### config.mk
export PLATFORM = sky130hd
export DESIGN_NAME = lsq_top
export DESIGN_NICKNAME = d
export VERILOG_FILES = /design/src/rtl/lsq_pkg.sv /design/src/rtl/lsq_scan.sv /design/src/rtl/lsq_viol.sv /design/src/rtl/lsq_mem.sv /design/src/rtl/lsq_top.sv
export SDC_FILE = /design/constraint.sdc
export NUM_CORES = 2
export LEC_CHECK = 0
export BUFFER_PORTS_ARGS = -buffer_cell sky130_fd_sc_hd__clkbuf_2
export CAP_MARGIN = 0
export CORE_UTILIZATION = 28
export CTS_CLUSTER_DIAMETER = 30
export CTS_CLUSTER_SIZE = 24
export DETAILED_ROUTE_END_ITERATION = 10
export PLACE_DENSITY = 0.48
export SLEW_MARGIN = 40
export SYNTH_ARGS = -nofsm -noshare
export SYNTH_HDL_FRONTEND = slang
export SYNTH_MEMORY_MAX_BITS = 65536
export SYNTH_SLANG_ARGS = --single-unit
export TNS_END_PERCENT = 100
### constraint.sdc
create_clock -name clk -period 20.7 [get_ports clk]
set_input_delay 4.14 -clock clk [delete_from_list [all_inputs] [get_ports clk]]
set_output_delay 4.14 -clock clk [all_outputs]
set_load 0.01 [all_outputs]
### src/rtl/lsq_pkg.sv
`timescale 1ns/1ps
// Package: shared per-entry status type for the memory ordering queue.
// Assumes nothing beyond IEEE 1800-2017 packed structs.
package lsq_pkg;

    // Status bits that every queue entry carries.
    typedef struct packed {
        logic valid;     // entry is live
        logic is_store;  // 1 = store, 0 = load
        logic addr_ok;   // store address resolved
        logic data_ok;   // store data present
        logic done;      // load has executed
    } lsq_flags_t;

endpackage

### src/rtl/lsq_scan.sv
`timescale 1ns/1ps
// Module: lsq_scan
// Walks the queue from the head up to (not including) the load's entry
// and reports the youngest resolved store whose address equals the load
// address, with its data and whether that data is present.
// Assumes DEPTH is a power of two so index arithmetic wraps naturally.
module lsq_scan #(
    parameter int DEPTH = 8,
    parameter int AW    = 8,
    parameter int DW    = 16,
    localparam int IW   = $clog2(DEPTH)
) (
    input  logic [DEPTH-1:0] st_live,
    input  logic [DEPTH-1:0] st_dready,
    input  logic [AW-1:0]    ent_addr [DEPTH],
    input  logic [DW-1:0]    ent_data [DEPTH],
    input  logic [IW-1:0]    head,
    input  logic [IW-1:0]    ld_idx,
    input  logic [AW-1:0]    ld_addr,
    output logic             hit,
    output logic             hit_ready,
    output logic [DW-1:0]    hit_data
);

    logic [IW-1:0] ld_age;

    // Oldest-to-youngest sweep; a later match overwrites an earlier one.
    always_comb begin
        ld_age    = ld_idx - head;
        hit       = 1'b0;
        hit_ready = 1'b0;
        hit_data  = '0;
        for (int k = 0; k < DEPTH; k++) begin
            if (IW'(k) < ld_age
                && st_live[IW'(head + IW'(k))]
                && ent_addr[IW'(head + IW'(k))] == ld_addr) begin
                hit       = 1'b1;
                hit_ready = st_dready[IW'(head + IW'(k))];
                hit_data  = ent_data[IW'(head + IW'(k))];
            end
        end
    end

endmodule

### src/rtl/lsq_viol.sv
`timescale 1ns/1ps
// Module: lsq_viol
// Given a store address resolving this cycle, finds the oldest younger
// load that already executed (or is executing now) at the same address.
// Assumes DEPTH is a power of two; the caller gates the result with the
// store-address strobe.
module lsq_viol #(
    parameter int DEPTH = 8,
    parameter int AW    = 8,
    localparam int IW   = $clog2(DEPTH)
) (
    input  logic [DEPTH-1:0] ld_live,
    input  logic [AW-1:0]    ent_addr [DEPTH],
    input  logic [IW-1:0]    head,
    input  logic [IW-1:0]    st_idx,
    input  logic [AW-1:0]    st_addr,
    input  logic             ld_fire,
    input  logic [IW-1:0]    ld_idx,
    input  logic [AW-1:0]    ld_addr,
    output logic             found,
    output logic [IW-1:0]    found_idx
);

    logic [IW-1:0] st_age;

    // Youngest-to-oldest sweep so the oldest offending load wins.
    always_comb begin
        st_age    = st_idx - head;
        found     = 1'b0;
        found_idx = '0;
        for (int k = DEPTH - 1; k >= 0; k--) begin
            if (IW'(k) > st_age
                && ((ld_live[IW'(head + IW'(k))]
                     && ent_addr[IW'(head + IW'(k))] == st_addr)
                    || (ld_fire && ld_idx == IW'(head + IW'(k))
                        && ld_addr == st_addr))) begin
                found     = 1'b1;
                found_idx = IW'(head + IW'(k));
            end
        end
    end

endmodule

### src/rtl/lsq_mem.sv
`timescale 1ns/1ps
// Module: lsq_mem
// Single-port-write, single-port-read synchronous word array. Read data
// appears one cycle after the address. Contents are not reset.
module lsq_mem #(
    parameter int AW = 8,
    parameter int DW = 16,
    localparam int WORDS = 1 << AW
) (
    input  logic          clk,
    input  logic          we,
    input  logic [AW-1:0] waddr,
    input  logic [DW-1:0] wdata,
    input  logic [AW-1:0] raddr,
    output logic [DW-1:0] rdata
);

    logic [DW-1:0] mem [WORDS];

    // Write on commit, registered read every cycle.
    always_ff @(posedge clk) begin
        if (we) mem[waddr] <= wdata;
        rdata <= mem[raddr];
    end

endmodule

### src/rtl/lsq_top.sv
`timescale 1ns/1ps
// Module: lsq_top
// Circular queue of in-flight loads and stores in program order, with an
// older-store search for each load (forward / read memory / stall),
// in-order store retirement into a local memory, late-address ordering
// violation detection and a flush that trims younger entries.
// Assumes: DEPTH is a power of two; the caller drives update ports only
// for live entries of the right kind; synchronous active-low reset.
module lsq_top
    import lsq_pkg::*;
#(
    parameter int DEPTH = 8,
    parameter int AW    = 8,
    parameter int DW    = 16,
    localparam int IW   = $clog2(DEPTH),
    localparam int CW   = $clog2(DEPTH + 1)
) (
    input  logic          clk,
    input  logic          rst_n,
    input  logic          alloc_valid,
    input  logic          alloc_is_store,
    output logic [IW-1:0] alloc_idx,
    output logic          full,
    input  logic          st_addr_valid,
    input  logic [IW-1:0] st_addr_idx,
    input  logic [AW-1:0] st_addr,
    input  logic          st_data_valid,
    input  logic [IW-1:0] st_data_idx,
    input  logic [DW-1:0] st_data,
    input  logic          ld_req_valid,
    input  logic [IW-1:0] ld_idx,
    input  logic [AW-1:0] ld_addr,
    output logic          ld_stall,
    output logic          ld_resp_valid,
    output logic [DW-1:0] ld_resp_data,
    output logic          ld_resp_fwd,
    input  logic          commit_valid,
    output logic          head_ready,
    input  logic          flush_valid,
    input  logic [IW-1:0] flush_idx,
    output logic          viol_valid,
    output logic [IW-1:0] viol_idx
);

    lsq_flags_t    flags    [DEPTH];
    logic [AW-1:0] ent_addr [DEPTH];
    logic [DW-1:0] ent_data [DEPTH];
    logic [IW-1:0] head_q, tail_q;
    logic [CW-1:0] count_q;

    logic [DEPTH-1:0] st_live, st_dready, ld_live;
    logic             alloc_fire, commit_fire, ld_fire;
    logic [IW-1:0]    flush_age;
    logic             fwd_hit, fwd_ready;
    logic [DW-1:0]    fwd_data;
    logic             vfound;
    logic [IW-1:0]    vfound_idx;
    logic             fwd_q;
    logic [DW-1:0]    fwd_data_q;
    logic [DW-1:0]    mem_rdata;
    lsq_flags_t       hf;

    // Per-entry summary vectors for the search and violation units.
    always_comb begin
        for (int i = 0; i < DEPTH; i++) begin
            st_live[i]   = flags[i].valid && flags[i].is_store && flags[i].addr_ok;
            st_dready[i] = flags[i].data_ok;
            ld_live[i]   = flags[i].valid && !flags[i].is_store && flags[i].done;
        end
    end

    // Control strobes: occupancy, head readiness, accepted operations.
    always_comb begin
        hf          = flags[head_q];
        full        = (count_q == CW'(DEPTH));
        head_ready  = hf.valid && (hf.is_store ? (hf.addr_ok && hf.data_ok) : hf.done);
        alloc_fire  = alloc_valid && !full && !flush_valid;
        commit_fire = commit_valid && head_ready && !flush_valid;
        flush_age   = flush_idx - head_q;
        ld_stall    = ld_req_valid && fwd_hit && !fwd_ready;
        ld_fire     = ld_req_valid && !ld_stall;
        alloc_idx   = tail_q;
    end

    lsq_scan #(.DEPTH(DEPTH), .AW(AW), .DW(DW)) u_scan (
        .st_live   (st_live),
        .st_dready (st_dready),
        .ent_addr  (ent_addr),
        .ent_data  (ent_data),
        .head      (head_q),
        .ld_idx    (ld_idx),
        .ld_addr   (ld_addr),
        .hit       (fwd_hit),
        .hit_ready (fwd_ready),
        .hit_data  (fwd_data)
    );

    lsq_viol #(.DEPTH(DEPTH), .AW(AW)) u_viol (
        .ld_live   (ld_live),
        .ent_addr  (ent_addr),
        .head      (head_q),
        .st_idx    (st_addr_idx),
        .st_addr   (st_addr),
        .ld_fire   (ld_fire),
        .ld_idx    (ld_idx),
        .ld_addr   (ld_addr),
        .found     (vfound),
        .found_idx (vfound_idx)
    );

    lsq_mem #(.AW(AW), .DW(DW)) u_mem (
        .clk   (clk),
        .we    (commit_fire && hf.is_store),
        .waddr (ent_addr[head_q]),
        .wdata (ent_data[head_q]),
        .raddr (ld_addr),
        .rdata (mem_rdata)
    );

    // Head, tail and occupancy bookkeeping; flush overrides the rest.
    always_ff @(posedge clk) begin
        if (!rst_n) begin
            head_q  <= '0;
            tail_q  <= '0;
            count_q <= '0;
        end else if (flush_valid) begin
            tail_q  <= flush_idx + 1'b1;
            count_q <= CW'(flush_age) + 1'b1;
        end else begin
            if (alloc_fire)  tail_q <= tail_q + 1'b1;
            if (commit_fire) head_q <= head_q + 1'b1;
            count_q <= count_q + CW'(alloc_fire) - CW'(commit_fire);
        end
    end

    // Entry status: allocate, resolve, execute, retire, discard.
    always_ff @(posedge clk) begin
        if (!rst_n) begin
            for (int i = 0; i < DEPTH; i++) flags[i] <= '0;
        end else begin
            for (int i = 0; i < DEPTH; i++) begin
                if (alloc_fire && tail_q == IW'(i)) begin
                    flags[i]          <= '0;
                    flags[i].valid    <= 1'b1;
                    flags[i].is_store <= alloc_is_store;
                end
                if (st_addr_valid && st_addr_idx == IW'(i)) flags[i].addr_ok <= 1'b1;
                if (st_data_valid && st_data_idx == IW'(i)) flags[i].data_ok <= 1'b1;
                if (ld_fire && ld_idx == IW'(i))            flags[i].done    <= 1'b1;
                if (commit_fire && head_q == IW'(i))        flags[i].valid   <= 1'b0;
                if (flush_valid && IW'(IW'(i) - head_q) > flush_age)
                    flags[i].valid <= 1'b0;
            end
        end
    end

    // Entry payload: store address/data and executed load address.
    always_ff @(posedge clk) begin
        for (int i = 0; i < DEPTH; i++) begin
            if (st_addr_valid && st_addr_idx == IW'(i)) ent_addr[i] <= st_addr;
            if (ld_fire && ld_idx == IW'(i))            ent_addr[i] <= ld_addr;
            if (st_data_valid && st_data_idx == IW'(i)) ent_data[i] <= st_data;
        end
    end

    // Load response register: forward path or memory path.
    always_ff @(posedge clk) begin
        if (!rst_n) begin
            ld_resp_valid <= 1'b0;
            fwd_q         <= 1'b0;
            fwd_data_q    <= '0;
        end else begin
            ld_resp_valid <= ld_fire;
            fwd_q         <= fwd_hit;
            fwd_data_q    <= fwd_data;
        end
    end

    // Violation pulse register.
    always_ff @(posedge clk) begin
        if (!rst_n) begin
            viol_valid <= 1'b0;
            viol_idx   <= '0;
        end else begin
            viol_valid <= st_addr_valid && vfound;
            viol_idx   <= vfound_idx;
        end
    end

    assign ld_resp_fwd  = fwd_q;
    assign ld_resp_data = fwd_q ? fwd_data_q : mem_rdata;


    no_overflow_chk: assert property (@(posedge clk) disable iff (!rst_n)
        count_q <= CW'(DEPTH));


    full_hold_chk: assert property (@(posedge clk) disable iff (!rst_n)
        full && alloc_valid && !flush_valid && !commit_valid |=> alloc_idx == $past(alloc_idx));


    resp_cause_chk: assert property (@(posedge clk) disable iff (!rst_n)
        ld_resp_valid |-> $past(ld_req_valid && !ld_stall));


    stall_quiet_chk: assert property (@(posedge clk) disable iff (!rst_n)
        ld_req_valid && ld_stall |=> !ld_resp_valid);


    commit_step_chk: assert property (@(posedge clk) disable iff (!rst_n)
        commit_valid && head_ready && !flush_valid |=> head_q == IW'($past(head_q) + 1'b1));


    viol_cause_chk: assert property (@(posedge clk) disable iff (!rst_n)
        viol_valid |-> $past(st_addr_valid));


    flush_tail_chk: assert property (@(posedge clk) disable iff (!rst_n)
        flush_valid |=> alloc_idx == IW'($past(flush_idx) + 1'b1));

endmodule

Word-level counts from Yosys, hierarchy flattened --
Memories as Yosys holds them, arrays and structs flattened. A register that Yosys moved wholly into a read port is not among the register bits. Cells that the tools add are included.
Storage, ports and cells: flip-flop bits (word level) 224, RAM bits 4136, input bits 53, output and inout bits 28, logic and storage cells 767, memories 2
Cells by class: add/sub/neg operators 23, magnitude comparators 40, equality and inequality tests 61, multiplexer cells 370, bitwise operators 73, reduce and logical (&&, ||, !) cells 174
Memory list:
- u_mem.mem | words 256, bits a word 16, rd ports 1, clocked after Yosys merged registers in 1, wr ports 1, line lsq_mem.sv:18 | logic [DW-1:0] mem [WORDS];
- flags | words 8, bits a word 5, rd ports 9, clocked after Yosys merged registers in 1, wr ports 8, line lsq_top.sv:45 | lsq_flags_t flags [DEPTH];
Operators with widths (count):
- two-way mux 16 bit | 25
- binary-select mux 16 bit (select 3 bit) | 8
- two-way mux 8 bit | 32
- two-way mux 1 bit | 252
- binary-select mux 8 bit (select 3 bit) | 8
- logical AND 1 bit | 139
- equality test 8 bit | 17
- binary-select mux 1 bit (select 3 bit) | 24
- bitwise OR 1 bit | 64
- equality test 3 bit (second input constant) | 20
- two-way mux 5 bit | 8
- two-way mux 3 bit | 12
- >= comparator 4 bit (second input constant) | 8
- less-than comparator 3 x 4 -> 1 bit (second input constant) | 8
- NOT 3 -> 4 bit | 8
- equality test 3 x 2 -> 1 bit (second input constant) | 10
- equality test 3 bit | 8
- greater-than comparator 3 bit | 8
- nonzero test 2 bit | 9
- equality test 3 x 1 -> 1 bit (second input constant) | 5
- zero test 3 bit | 5
- adder 3 bit (second input constant) | 4
- greater-than comparator 3 bit (first input constant) | 4
- zero test 1 bit | 12
- other kinds (19) | 43

Logic depth before layout (Yosys ltp) --
An unclocked memory read counts as a cell.
depth after elaboration 32, depth in mapped cells 24, mapped depth without buffers 17

By module --
Synthesis repeated with hierarchy kept, for this count alone.
Second synthesis, totals: cells, all modules 9660, area total of the unflattened synthesis 185922.1 µm²
By module, submodules not included:
- lsq_mem | times used 1, cells an instance 7360, area each 158714.7 µm²
- lsq_top | times used 1, cells an instance 862, area each 12384.4 µm²
- lsq_scan | times used 1, cells an instance 960, area each 10108.4 µm²
- lsq_viol | times used 1, cells an instance 478, area each 4714.5 µm²

Worst setup path before layout --
Ideal clock, no wire load.
path type input port to output port, start point in ld_idx[0], end point out ld_stall, data arrival time 6.810 ns, required time 16.560 ns, setup slack 9.750 ns, stages 12, path buffers 1, path through inv_1 -> ha_1 -> inv_1 -> fa_1 -> xnor2_1 -> o2111ai_1 -> or3_1 -> clkbuf_1 -> a311o_1 -> a221o_1 -> a311o_1 -> inv_1
Between the ends: longest elaborated chain between the ends 14
Ends and longest elaborated chain:
- start, declared | line lsq_top.sv:31 | input logic [IW-1:0] ld_idx,
- subtractor 3 bit (*) | line lsq_scan.sv:29 | ld_age = ld_idx - head;
- less-than comparator 1 x 3 -> 1 bit | line lsq_scan.sv:34 | if (IW'(k) < ld_age
- logical AND 1 bit | line lsq_scan.sv:35 | && st_live[IW'(head + IW'(k))]
- logical AND 1 bit | line lsq_scan.sv:36 | && ent_addr[IW'(head + IW'(k))] == ld_addr) begin
- two-way mux 1 bit (8 in a row) | line lsq_scan.sv:34
- logical AND 1 bit or zero test 1 bit (tied branches) | line lsq_top.sv:80 | ld_stall = ld_req_valid && fwd_hit && !fwd_ready;
- logical AND 1 bit (*) | line lsq_top.sv:80
- end, declared | line lsq_top.sv:33 | output logic ld_stall,
Every way passes the cells marked *; elsewhere a longest branch is shown, timed or not.

Worst setup path after layout --
Ends and elaborated chain as after synthesis.

==> impl_metrics.tcl <==
set metrics [dict create \
    synth_edf_count 4328 \
    cp_max_fo 17 \
    clock.fmax_mhz 82.2 \
    clock-sinks 4379 \
    fin_crit_ns 12.17 \
    ir_drop_uv 89.4 \
    drc 0 \
    antenna_found_initial 39 \
    slowest_delay_ns 0.79 \
    num_io_pins 81 \
    slew_viol_final 0 \
    ys_warn_count 0 \
    track_usage_pct 15.9 \
    slew_headroom_pct 40.0 \
    yosys-top-cells-count "4328 x edfxtp_1, 1596 x mux4_2, 358 x clkbuf_1, 351 x nor2_1, 300 x nand2_1" \
    drt-total-wl_mm 526 \
    synthToLayoutAreaGrowth_pct 25.0 \
    avgRoutedWirePerCell_um 28.7 \
    cts_resized 0 \
    finalSetupTns_ns 0 \
    root_buffer "clkbuf_16" \
    holdPathStages 3 \
    synth_area_leader_cell "edfxtp_1" \
    wl_met2_mm 257 \
    yosys_register_bits 4379 \
    required_ns 16.56 \
    ys_seq_area_share_pct 72.9 \
    synthCells 8190 \
    worst-slew-pin-transition_ns 0.877 \
    drv_cap 0 \
    synth.avg_cell_area_um2 21.9 \
    power_density_nw_per_um2 114 \
    crit_arrival_ns 8.03 \
    first_global_vias 95100 \
    yosys_most_used_dff "edfxtp_1" \
    syn-num-nets 8281 \
    h-tree-depth 6 \
    final_antenna_net_count 0 \
    cp_slowest_cell "or3_2" \
    rr_endpoint "ent_addr[59]" \
    hold_viol 0 \
    clock_latency_ns 1.14 \
    cp-end-kind "output pin" \
    synth.distinct_cells 87 \
    cts_setup_buffers 0 \
    p_leak_nw 71.1 \
    ys_async_sr_fraction_pct 0 \
    start_kind "input port" \
    grt_max_degree 110 \
    chipWidth_um 803 \
    finalSetupViolCount 0 \
    hp-start "count_q[0]" \
    viasPerCell 4.98 \
    placementRows 293 \
    fin_cells 18300 \
    fin_crit_sh_pct 58.8 \
    timing.rr.start "head_q[0]" \
    synth_top_area_share_pct 72.3 \
    gp_congestion 0.865 \
    die_h_um 803 \
    cp-startpoint "ld_idx[0]" \
    rsz0062_at_grt "false" \
    clk_pin_slew_ns 0.04 \
    postCtsHoldBufs 0 \
    first_pass_iters 5 \
    portBuffers 80 \
    netlist_top_cells_area "edfxtp_1 72%, mux4_2 20%, clkbuf_1 0.75%, nor2_1 0.73%, nand2_1 0.63%" \
    regToRegSetupSlack_ns 13.01 \
    grt_pass1_wl_mm 740 \
    wl_met3_mm 33.2 \
    core_area_um2 638000 \
    cts_tree "built" \
    dp_hpwl_mm 318 \
    skew_ns 0.107 \
    vias 91200 \
    place_inst 16600 \
    hold_ws_ns 0.638 \
    cts.path.max_buffers 4 \
    path_cells "clkbuf_2, inv_1, ha_1, inv_1, fa_1, xnor2_1, o2111ai_1, or3_2, a311o_1, a221o_1, a311o_1, inv_1, clkbuf_2" \
    fp.dieArea_um2 645000 \
    min_path_type "reg -> reg" \
    start_util_pct 28.2 \
    cts_buffers 897 \
    fin_nets 9177 \
    syn-cell-area_um2 180000 \
    met1Wirelength_mm 222 \
    critPathKind "in -> out" \
    synth.most_common_cell "edfxtp_1" \
    first_iter_violations 9608 \
    highest_layer "met5" \
    status "finished, final reports clean" \
    rr_worst_depth 17 \
    path_common_cell "inv_1" \
    whs_endpoint "count_q[0]" \
    drive_gt1_share_pct 38.4 \
    fill_cells 58500 \
    grt_remaining_overflow 0 \
]
worst max path at each step:
stage / endpoint / slack, ns / cells after the start
after floorplan: ld_stall / 9.75 / 12
after global placement: ld_stall / 8.52 / 13
after detailed placement: ld_stall / 8.54 / 13
after CTS: ld_stall / 8.52 / 13
after global routing: ld_stall / 8.50 / 13
final: ld_stall / 8.53 / 13
critical path: cells and delay by family:
family | cells | cell delay (ns)
AND/OR/NAND/NOR | 1 | 0.79
XOR/XNOR | 1 | 0.23
AO/OA/AOI/OAI | 4 | 1.55
buffers and inverters | 5 | 0.68
adder cells (fa/ha/maj) | 2 | 0.61
routing by layer:
layer,GRT usage [%],up-vias
li1,-,37100
met1,21.6,49700
met2,26.4,3560
met3,2.73,802
met4,4.23,8
met5,0,-
cell type report:
type | instances | area [µm²] | area share, %
multi-input combinational | 3238 | 46900 | 20.9
antenna | 18 | 45.0 | 0.0201
timing repair buffer | 521 | 4410 | 1.96
clock inverter | 701 | 8580 | 3.82
inverter | 49 | 185 | 0.0825
sequential | 4379 | 131000 | 58.3
tap | 8407 | 10500 | 4.68
clock buffer | 997 | 22900 | 10.2
cells in the final DEF (no fill, tap or decap), types with 30 or more instances in the layout:
master / instances
edfxtp_1: 4328
mux4_2: 1596
clkbuf_16: 900
buf_4: 362
nor2_1: 298
nand2_1: 273
bufinv_16: 142
clkinv_2: 138
clkinvlp_4: 126
clkinv_1: 120
mux2i_1: 103
clkbuf_1: 96
xnor2_1: 89
clkinv_4: 79
a21oi_1: 78
clkbuf_2: 74
o21ai_0: 59
nand3_1: 54
inv_6: 52
buf_6: 51
xor2_1: 50
dfxtp_1: 48
mux2_1: 44
nor2_2: 44
inv_1: 40
mux2_2: 40
nor3_1: 32
ha_1: 30
flip-flops by register name (all words and copies together) (netlist names), named ones only:
signal         cells
fwd_data_q        16
ld_resp_fwd        1
ld_resp_valid      1
u_mem.mem       4096
head_q             3
u_mem.rdata       16
flags             40
count_q            4
ent_data         128
viol_idx           3
ent_addr          64
viol_valid         1
alloc_idx          3
power by group:
group | switching [mW] | internal [mW] | leakage [nW]
logic | 0.690 | 0.433 | 16.7
clock network | 4.91 | 9.76 | 15.0
registers | 0.0648 | 9.78 | 39.4
total | 5.66 | 20.0 | 71.1
per-stage QoR:
stage / cell area (µm²) / setup WS (ns) / util, % / total power [mW]
floorplan: 180000 / 9.75 / - / 10.7
global placement: 192000 / 8.52 / 30.1 / 11.1
detailed placement: 193000 / 8.54 / 30.2 / 11.1
CTS: 224000 / 8.52 / 35.1 / 25.9
global route: 224000 / 8.50 / 35.2 / 26.3
finish: 225000 / 8.53 / 35.2 / 25.6
kinds of logic after synthesis:
kind of cell / share of synthesized area (%)
simple gates: 2.40
mux: 21.3
buf+inv: 1.29
flops: 72.9
compound gates: 1.17
xor+xnor: 0.691
fa+ha+maj: 0.281
Power figures use the tool's default switching activity.
